<file path="src/rtl/sdram_cmd_guard.sv">
module sdram_cmd_guard #(
  parameter int DW = 4,
  parameter int CW = 3
) (
  input  logic              clk,
  input  logic              rst,
  input  logic              req_valid,
  input  logic [CW-1:0]     req_cmd,
  input  logic              req_nonseq,
  output logic              req_ready,
  input  logic              cfg_we,
  input  logic [5*DW-1:0]   cfg_wdata,
  input  logic              dec_en,
  output logic              issue,
  output logic [CW-1:0]     issue_cmd,
  output logic              busy
);
  localparam int NT   = 5;
  localparam int CFGW = NT * DW;
  localparam int T_RCD = 0, T_RAS = 1, T_RP = 2, T_RC = 3, T_XSR = 4;
  localparam logic [CW-1:0] C_ACT = CW'(0), C_RD = CW'(1), C_WR = CW'(2),
                            C_PRE = CW'(3), C_REF = CW'(4), C_SRX = CW'(5);
  localparam logic [NT*CW-1:0] SRC = {C_SRX, C_REF, C_PRE, C_ACT, C_ACT};
  localparam logic [CFGW-1:0] CFG_RST = {DW'(8), DW'(7), DW'(3), DW'(5), DW'(2)};

  logic [CFGW-1:0] cfg_q;
  logic [NT-1:0]   run, block;
  logic            dc_seen, clear, need_dc;

  always_ff @(posedge clk)
    if (rst)         cfg_q <= CFG_RST;
    else if (cfg_we) cfg_q <= cfg_wdata;

  for (genvar i = 0; i < NT; i++) begin : g_tmr
    logic [DW-1:0] cnt;
    logic          load;
    assign load   = issue && (req_cmd == SRC[i*CW +: CW]);
    assign run[i] = (cnt != '0);
    always_ff @(posedge clk)
      if (rst)         cnt <= '0;
      else if (load)   cnt <= cfg_q[i*DW +: DW];
      else if (run[i]) cnt <= cnt - DW'(1);
  end

  always_comb begin
    block = '0;
    block[T_RP] = 1'b1;
    case (req_cmd)
      C_ACT:      begin block[T_RC] = 1'b1; block[T_XSR] = 1'b1; end
      C_RD, C_WR: block[T_RCD] = 1'b1;
      C_PRE:      block[T_RAS] = 1'b1;
      default:    ;
    endcase
  end

  assign clear     = (run & block) == '0;
  assign need_dc   = dec_en && req_nonseq && !dc_seen;
  assign req_ready = clear && !need_dc;
  assign issue     = req_valid && req_ready;
  assign issue_cmd = issue ? req_cmd : '0;
  assign busy      = |run;

  always_ff @(posedge clk)
    if (rst) dc_seen <= 1'b0;
    else     dc_seen <= req_valid && clear && !issue;
endmodule

</file>
<file path="config.mk">
export PLATFORM = sky130hd
export DESIGN_NAME = sdram_cmd_guard
export DESIGN_NICKNAME = d
export VERILOG_FILES = /design/src/rtl/sdram_cmd_guard.sv
export SDC_FILE = /design/constraint.sdc
export NUM_CORES = 1
export LEC_CHECK = 0
export BUFFER_PORTS_ARGS = -buffer_cell sky130_fd_sc_hd__buf_4
export CAP_MARGIN = 20
export CORE_ASPECT_RATIO = 0.7
export CORE_UTILIZATION = 30
export DETAILED_ROUTE_END_ITERATION = 10
export PLACE_DENSITY = 0.46
export SYNTH_ARGS = -nofsm -noshare
export SYNTH_HDL_FRONTEND = slang
export SYNTH_SLANG_ARGS = --single-unit
</file>
<file path="constraint.sdc">
create_clock -name clk -period 1.58 [get_ports clk]
set_input_delay 0.079 -clock clk [delete_from_list [all_inputs] [get_ports clk]]
set_output_delay 0.079 -clock clk [all_outputs]
set_load 0.1 [all_outputs]
</file>
Word-level counts from Yosys, hierarchy flattened

Cells that the tools add are included.

Register bits after elaboration: 41
Output and inout bits: 6

Add/subtract/negate cells: 5
Equal/unequal tests: 5
Muxes and demuxes: 14
Bitwise logic cells: 1
Reduce and logical (&&, ||, !) cells: 27

Operators by type and width:

| operator                                             | number |
|---|---|
| two-way mux 4 bit                                    | 10 |
| nonzero test 4 bit                                   | 5 |
| subtractor 4 x 1 -> 4 bit (second input constant)    | 5 |
| logical AND 1 bit                                    | 10 |
| nonzero test 2 bit                                   | 5 |
| equality test 3 x 2 -> 1 bit (second input constant) | 2 |
| equality test 3 bit (second input constant)          | 2 |
| AND 5 bit                                            | 1 |
| logical NOT 5 bit                                    | 1 |
| OR reduction 5 bit                                   | 1 |
| equality test 3 x 1 -> 1 bit (second input constant) | 1 |
| logical NOT 1 bit                                    | 3 |
| logical NOT 3 bit                                    | 1 |
| two-way mux 3 bit                                    | 1 |
| two-way mux 1 bit                                    | 2 |
| two-way mux 2 bit                                    | 1 |
| OR reduction 2 bit                                   | 1 |

Depth between registers and ports, before layout

Gate-level depths: netlist (run 1).

Depth after elaboration: 9
Mapped depth: 7
Depth with buffers taken out: 6

Least setup slack after synthesis (run 1)

OpenSTA, ideal clock, no wires.

Path type: flip-flop to output port
Start point: reg g_tmr[4].cnt[0]
End point: out issue
Data arrival time: 2591 ps
Required time: 1501 ps
Path slack: -1090 ps
Cell stages (with the launch flop): 7
Buffers on the path: 0
Path through: dfxtp_1 -> inv_1 -> ha_1 -> or3b_2 -> o21ai_2 -> a21oi_1 -> nor2b_1

Cells in the longest elaborated chain, start to end: 5

Ends and longest elaborated chain:

| element                  | RTL line | RTL |
|---|---|---|
| start: declaration       | 35       | `logic [DW-1:0] cnt;` |
| start signal: assignment | 41       | `else if (load) cnt <= cfg_q[i*DW +: DW];` |
| start signal: assignment | 42       | `else if (run[i]) cnt <= cnt - DW'(1);` |
| nonzero test 4 bit       | 38       | `assign run[i] = (cnt != '0);` |
| AND 5 bit                | 56       | `assign clear = (run & block) == '0;` |
| logical NOT 5 bit        | 56       |  |
| logical AND 1 bit        | 58       | `assign req_ready = clear && !need_dc;` |
| logical AND 1 bit        | 59       | `assign issue = req_valid && req_ready;` |
| end: declaration         | 14       | `output logic issue,` |

No other way between the ends.

Worst setup path in the final report (run 1)

Start point: reg g_tmr[3].cnt[0]
End point: out req_ready

Cells in the longest elaborated chain, start to end: 4

Ends and longest elaborated chain:

| element                  | RTL line | RTL |
|---|---|---|
| start: declaration       | 35       |  |
| start signal: assignment | 41       |  |
| start signal: assignment | 42       |  |
| nonzero test 4 bit       | 38       |  |
| AND 5 bit                | 56       |  |
| logical NOT 5 bit        | 56       |  |
| logical AND 1 bit        | 58       |  |
| end: declaration         | 10       | `output logic req_ready,` |

No other way between the ends.

==> flow_metrics.py, run 1 <==
metrics = {
    "timing": {
        "period_minus_slack_ns": 1.97,
        "setup_viol": 14,
        "whs_ns": 0.0176,
        "hold_violations": 0,
        "rsz0062_at_grt": "true",
        "period_share": 1.25,
        "fmax_mhz": 508,
        "clock_skew_ns": 0.00353,
        "worstMarginPinSlew_ns": 0.496,
        "worst_slack_ns": -0.389,
        "final_max_slew_viol_count": 0,
        "max_slew_margin": 0.670,
    },
    "yosys": {
        "synth_cell_types": 44,
        "muxShareOfSynthArea": 0.110,
        "synthTopCellsByArea": "dfxtp_1, mux2i_1, nor2_1",
        "synth.largest_area_cell": "dfxtp_1",
        "synth_nets": 273,
        "synth-seq-cells": 41,
        "yosysSeqAreaShare": 0.377,
        "syn-instance-count": 236,
        "synth_most_common_cell": "dfxtp_1",
        "synth_compound_area_frac": 0.134,
        "synth_top_family_by_area": "simple AND/OR/NAND/NOR gates",
        "synth_common_cells": "dfxtp_1, nor2_1, mux2i_1",
        "dominantRegCellSynth": "dfxtp_1",
        "synthAdderAreaFrac": 0.0460,
        "async_flop_share": 0,
        "yosysWarningCount": 0,
        "yosys.area_share.simple": 0.252,
        "synth.avg_cell_area_um2": 9.21,
        "synth_top_area_share": 0.377,
        "synth-edff-count": 0,
        "synth_area_mm2": 0.00217,
        "synthXorXnorAreaFrac": 0.0282,
    },
    "critical_path": {
        "crit_fanout": 2,
        "cp.required_ns": 1.50,
        "start_kind": "flip-flop",
        "crit_type": "reg2out",
        "cpMaxStageDelayCell": "or3b_4",
        "crit_chain": "inv_2 -> ha_4 -> or3b_4 -> o21ai_4 -> a31oi_4 -> nor3_4 -> buf_12",
        "r2r_start": "g_tmr[3].cnt[0]",
        "crit_arrival_ns": 1.89,
        "crit_start": "g_tmr[3].cnt[0]",
        "endpoint_kind": "output port",
        "slowest_delay_ns": 0.40,
    },
    "grt": {
        "grt_most_used_layer": "met1",
        "grt_pass1_vias": 1756,
        "grt_util_all_layers": 0.149,
        "grt_antenna_before_repair": 0,
        "grtUsageMet2": 0.204,
        "grt_overflow": 0,
        "grt_pass1_wl_um": 8850,
        "use_met3": 0.0393,
        "met1_usage": 0.222,
        "grt_max_degree": 42,
    },
    "drt": {
        "dr.pass1.iters": 4,
        "vias_per_cell": 4.71,
        "route.detailed.drc": 0,
        "avgRoutedWirePerCell_um": 13.6,
        "dr.first_iter.drc_count": 71,
        "routed_wl_um": 5630,
        "vias": 1948,
        "antenna_left": 0,
    },
    "final_layout": {
        "area_growth_pct": 53.1,
        "antenna_cells_inserted": 0,
        "nFillCells": 681,
        "stdcell_count": 414,
        "layout-drive-gt1-share": 0.447,
        "finalNetCount": 357,
        "final_core_util": 0.484,
    },
    "pwr": {
        "ir_drop_uv": 591,
        "p_per_area_mw_per_mm2": 1880,
        "power_mw": 6.26,
        "p_leak_nw": 1.42,
    },
    "clock_network": {
        "clkLatencyLatePin_ns": 0.29,
        "cts_tree": "done",
        "cts_buffers": 5,
        "htreeDepth": 2,
        "cts.sinks": 41,
        "root_buffer": "clkbuf_8",
        "path_clk_slew_ns": 0.08,
        "cts_buffer_depth": 2,
    },
    "floorplan": {
        "boundaryPins": 35,
        "initial_core_util": 0.316,
        "die_height_um": 73.2,
        "dieArea_mm2": 0.00760,
        "die_w_um": 104,
        "num_rows": 25,
        "core_area_mm2": 0.00688,
    },
    "hold_path": {
        "hold_class": "in2reg",
        "hp-start": "cfg_wdata[18]",
    },
    "placement": {
        "gp_congestion": 0.756,
        "dp_hpwl_um": 3610,
        "portBuffers": 34,
        "place_inst": 386,
    },
    "outcome": {
        "violations": "negative setup slack",
        "status": "finished with violations",
    },
    "flow_run": {
        "max_cap_viol_count": 0,
    },
}
critical path, delay by kind of cell (launching register included):
family | cells | cell delay [ns]
adder cells (fa/ha/maj) | 1 | 0.13
flip-flops | 1 | 0.33
AND/OR/NAND/NOR | 2 | 0.57
AO/OA/AOI/OAI | 2 | 0.32
buffers and inverters | 2 | 0.26
sequential cells by signal, summed over array words and instances (netlist names):
name       cells
cfg_q         20
dc_seen        1
g_tmr.cnt     20
repair_timing:
| action | CTS | global route |
|---|---|---|
| gates cloned | 0 | 1 |
| endpoints found under the setup margin | 8 | 21 |
| resized for setup | 33 | 45 |
| pin swaps | 9 | 21 |
| hold buffers | 9 | 0 |
| endpoints found under the hold margin | 9 | 0 |
| setup buffers | 3 | 11 |
where the power goes:
group	internal [mW]	switching (mW)	total [mW]	leakage, nW
combinational	2.12	1.86	3.98	1.03
sequential	1.29	0.166	1.46	0.341
clock	0.459	0.362	0.821	0.0540
path summary, 6_finish.rpt:
check,slack [ns],depth (start not counted),end
worst max-delay path,-0.39,7,req_ready
worst min-delay path,0.02,3,cfg_q[18]
worst max register to register,-0.08,9,g_tmr[1].cnt[3]
worst min register to register,0.46,2,g_tmr[2].cnt[3]
layer usage:
layer	up-vias	wire, um
li1	1012	-
met1	868	3040
met2	57	2170
met3	11	337
met4	0	88
met5	-	0
per-stage QoR:
stage	setup slack, ns	setup TNS (ns)	area [um^2]
global route	-0.501	-3.43	3330
floorplan	-0.540	-1.79	2210
global placement	-0.230	-0.558	2770
detailed placement	-0.248	-0.616	2770
finish	-0.389	-2.10	3330
CTS	-0.395	-1.89	3120
cell usage in the layout, fill, tap and decap left out, drive strengths merged, types with 5 or more instances in the layout:
master	count
inv	11
clkbuf	5
ha	8
nor2	28
dfxtp	41
o21ai	6
xnor2	6
nand2	8
dlygate4sd3	9
nor3b	5
buf	78
nor2b	14
mux2i	24
nand3	10
nor3	9
a211o	9
a21oi	15
cell type report:
type,count,area [um^2],share of cell area
flip-flops and latches,41,830,0.249
clock buffers,5,68.8,0.0207
repair buffers,87,772,0.232
clock inverters,2,35.0,0.0105
well taps,94,118,0.0353
multi-input cells,174,1470,0.440
inverters,11,41.3,0.0124
cells by family (layout without fill, tap and decap cells):
family	after synthesis	count (layout)
adder cells (fa/ha/maj)	8	8
XOR/XNOR	7	7
buffers and inverters	22	105
flip-flops	41	41
AND/OR/NAND/NOR	92	93
multiplexers	24	24
AO/OA/AOI/OAI	42	42
No activity file was read; power rests on OpenSTA's default activity.
==> run 2, diff against run 1 <==
--- a/config.mk
+++ b/config.mk
@@ -5,10 +5,12 @@
 export SDC_FILE = /design/constraint.sdc
 export NUM_CORES = 1
 export LEC_CHECK = 0
+export ABC_CLOCK_PERIOD_IN_PS = 1580
 export BUFFER_PORTS_ARGS = -buffer_cell sky130_fd_sc_hd__buf_4
 export CAP_MARGIN = 20
 export CORE_ASPECT_RATIO = 0.7
 export CORE_UTILIZATION = 30
+export CTS_BUF_LIST = sky130_fd_sc_hd__clkbuf_4
 export DETAILED_ROUTE_END_ITERATION = 10
 export PLACE_DENSITY = 0.46
 export SYNTH_ARGS = -nofsm -noshare
==> run 2 against run 1 <==
The flow still finishes with violations (negative setup slack). Worst setup slack worse by 0.091 ns. Sequential power hardly changed. Combinational power is 1% higher. Cell count is 2.7% higher. Flip-flop and latch count stayed put. First-iteration DRC count is 28% lower. Worst hold slack better by 0.11 ns. Clock power is 19% lower. Non-clock buffer count is 11 higher. Design area is 3.4% higher. Critical path type unchanged. Critical endpoint unchanged. Largest cell class unchanged. Highest routed layer unchanged.
==> flow_metrics.py, run 2 (synthesis results as in run 1) <==
metrics = {
    "final_layout": {
        "final_cell_mix": "buf_4, dfxtp_1, mux2i_1",
        "antenna_cells_inserted": 0,
        "finalNetCount": 368,
        "layout-drive-gt1-share": 0.450,
        "top_regs": "cfg_q: 20 flops, g_tmr.cnt: 20 flops, dc_seen: 1 flops",
        "layout_commonest_cell": "buf_4",
        "nFillCells": 666,
        "stdcell_count": 425,
        "area_growth_pct": 58.3,
    },
    "outcome": {
        "violations": "negative setup slack",
        "status": "finished with violations",
    },
    "timing": {
        "clock_skew_ns": 0.0123,
        "whs_ns": 0.129,
        "worst_slack_ns": -0.480,
        "period_share": 1.30,
        "final_max_slew_viol_count": 0,
        "tns_ns": -2.66,
        "period_minus_slack_ns": 2.06,
        "worstMarginPinSlew_ns": 0.506,
        "setup_viol": 18,
        "max_slew_margin": 0.663,
        "rsz0062_at_grt": "true",
        "fmax_mhz": 485,
        "hold_violations": 0,
    },
    "grt": {
        "use_met3": 0.0375,
        "grtUsageMet2": 0.226,
        "met1_usage": 0.232,
        "grt_max_degree": 42,
        "grt_util_all_layers": 0.158,
        "grt_antenna_before_repair": 0,
        "grt_overflow": 0,
        "grt_pass1_wl_um": 9380,
        "grt_most_used_layer": "met1",
        "grt_pass1_vias": 1854,
    },
    "flow_run": {
        "max_cap_viol_count": 0,
    },
    "drt": {
        "route.detailed.drc": 0,
        "dr.first_iter.drc_count": 51,
        "vias": 1978,
        "avgRoutedWirePerCell_um": 13.5,
        "routed_wl_um": 5750,
        "dr.pass1.iters": 4,
        "vias_per_cell": 4.65,
        "antenna_left": 0,
    },
    "critical_path": {
        "crit_arrival_ns": 1.98,
        "cp.required_ns": 1.50,
        "ff2ff_setup_slack_ns": -0.07,
        "crit_fanout": 2,
        "r2r_cells": 9,
        "start_kind": "flip-flop",
        "cp-endpoint": "req_ready",
        "crit_start": "g_tmr[4].cnt[0]",
        "r2r_end": "g_tmr[1].cnt[3]",
        "cpMaxStageDelayCell": "or3b_4",
        "endpoint_kind": "output port",
        "crit_type": "reg2out",
        "crit_chain": "inv_2 -> ha_4 -> or3b_4 -> o21ai_4 -> a31oi_4 -> nor3_4 -> buf_12",
        "r2r_start": "g_tmr[3].cnt[0]",
        "slowest_delay_ns": 0.39,
    },
    "placement": {
        "portBuffers": 34,
        "place_inst": 386,
        "gp_congestion": 0.756,
        "dp_hpwl_um": 3610,
    },
    "pwr": {
        "switchingPower_mw": 2.38,
        "pwr-share-clk": 0.107,
        "p_seq_frac": 0.237,
        "ir_drop_uv": 766,
        "p_leak_nw": 1.46,
        "combPwrFrac": 0.655,
        "power.internal_mw": 3.78,
        "p_per_area_mw_per_mm2": 1790,
        "switching_share": 0.387,
    },
    "clock_network": {
        "clkLatencyLatePin_ns": 0.35,
        "cts_buffer_depth": 2,
        "cts.sinks": 41,
        "path_clk_slew_ns": 0.13,
        "root_buffer": "clkbuf_4",
        "cts_buffers": 5,
        "cts_tree": "done",
        "htreeDepth": 2,
    },
    "hold_path": {
        "hold_class": "in2reg",
    },
    "floorplan": {
        "die_w_um": 104,
        "die_height_um": 73.2,
        "dieArea_mm2": 0.00760,
        "boundaryPins": 35,
        "num_rows": 25,
        "core_area_mm2": 0.00688,
        "initial_core_util": 0.316,
    },
}
==> run 2: cell count changes in the layout (fill, tap and decap cells not counted), sizes merged <==
cell / delta
dlygate4sd3: +12
buf: -1
==> run 2: stage by stage <==
step | setup WS (ns) | power, mW | instance area (um^2) | util
floorplan | -0.540 | 3.47 | 2210 | -
finish | -0.480 | 6.16 | 3440 | 0.500
global route | -0.600 | 6.60 | 3440 | 0.500
CTS | -0.475 | 5.75 | 3300 | 0.480
global placement | -0.230 | 4.53 | 2770 | 0.403
detailed placement | -0.248 | 4.51 | 2770 | 0.403
==> run 2: worst min-delay path by stage <==
| stage | from | to | slack, ns | depth (start not counted) |
|---|---|---|---|---|
| finish | req_nonseq | dc_seen | 0.13 | 5 |
| global route | req_nonseq | dc_seen | 0.14 | 5 |
| CTS | req_nonseq | dc_seen | 0.09 | 5 |
| detailed placement | cfg_wdata[14] | cfg_q[14] | 0.29 | 2 |
| global placement | cfg_wdata[6] | cfg_q[6] | 0.29 | 2 |
| floorplan | cfg_wdata[12] | cfg_q[12] | 0.20 | 1 |
==> run 2: area by class of cell <==
| cell class | count | area, um^2 | share of cell area |
|---|---|---|---|
| timing repair buffer | 98 | 888 | 0.258 |
| sequential | 41 | 831 | 0.241 |
| inverter | 11 | 41.3 | 0.0120 |
| multi-input combinational | 174 | 1490 | 0.434 |
| clock inverter | 2 | 35.0 | 0.0102 |
| clock buffer | 5 | 37.5 | 0.0109 |
| tap | 94 | 118 | 0.0342 |
==> run 2: power groups by stage <==
stage | Sequential (mW) | Combinational (mW) | Clock, mW
floorplan | 1.46 | 2.00 | 0
global placement | 1.45 | 3.08 | 0
detailed placement | 1.45 | 3.06 | 0
CTS | 1.46 | 3.60 | 0.693
global route | 1.50 | 4.36 | 0.736
finish | 1.46 | 4.03 | 0.661
==> run 2: metal layers <==
| metal | part of all wire | routed length (um) |
|---|---|---|
| met5 | 0 | 0 |
| met4 | 0.0070 | 40 |
| met3 | 0.047 | 273 |
| met2 | 0.40 | 2300 |
| met1 | 0.55 | 3140 |
==> run 2: what timing repair did <==
| action | 4_1_cts | 5_1_grt |
|---|---|---|
| buffers inserted | 6 | 9 |
| hold buffers | 21 | 0 |
| hold endpoints to repair | 21 | 0 |
| pin swaps | 17 | 15 |
| endpoints found under the setup margin | 13 | 27 |
| gates cloned | 1 | 0 |
| resized for setup | 60 | 27 |
==> run 2: worst max-delay path: cells and delay by family (launching register included) <==
| family | cells | cell delay [ns] |
|---|---|---|
| DFF | 1 | 0.35 |
| and+or+nand+nor | 2 | 0.57 |
| adders and majority gates | 1 | 0.14 |
| buffers and inverters | 2 | 0.27 |
| AOI/OAI and AO/OA | 2 | 0.30 |
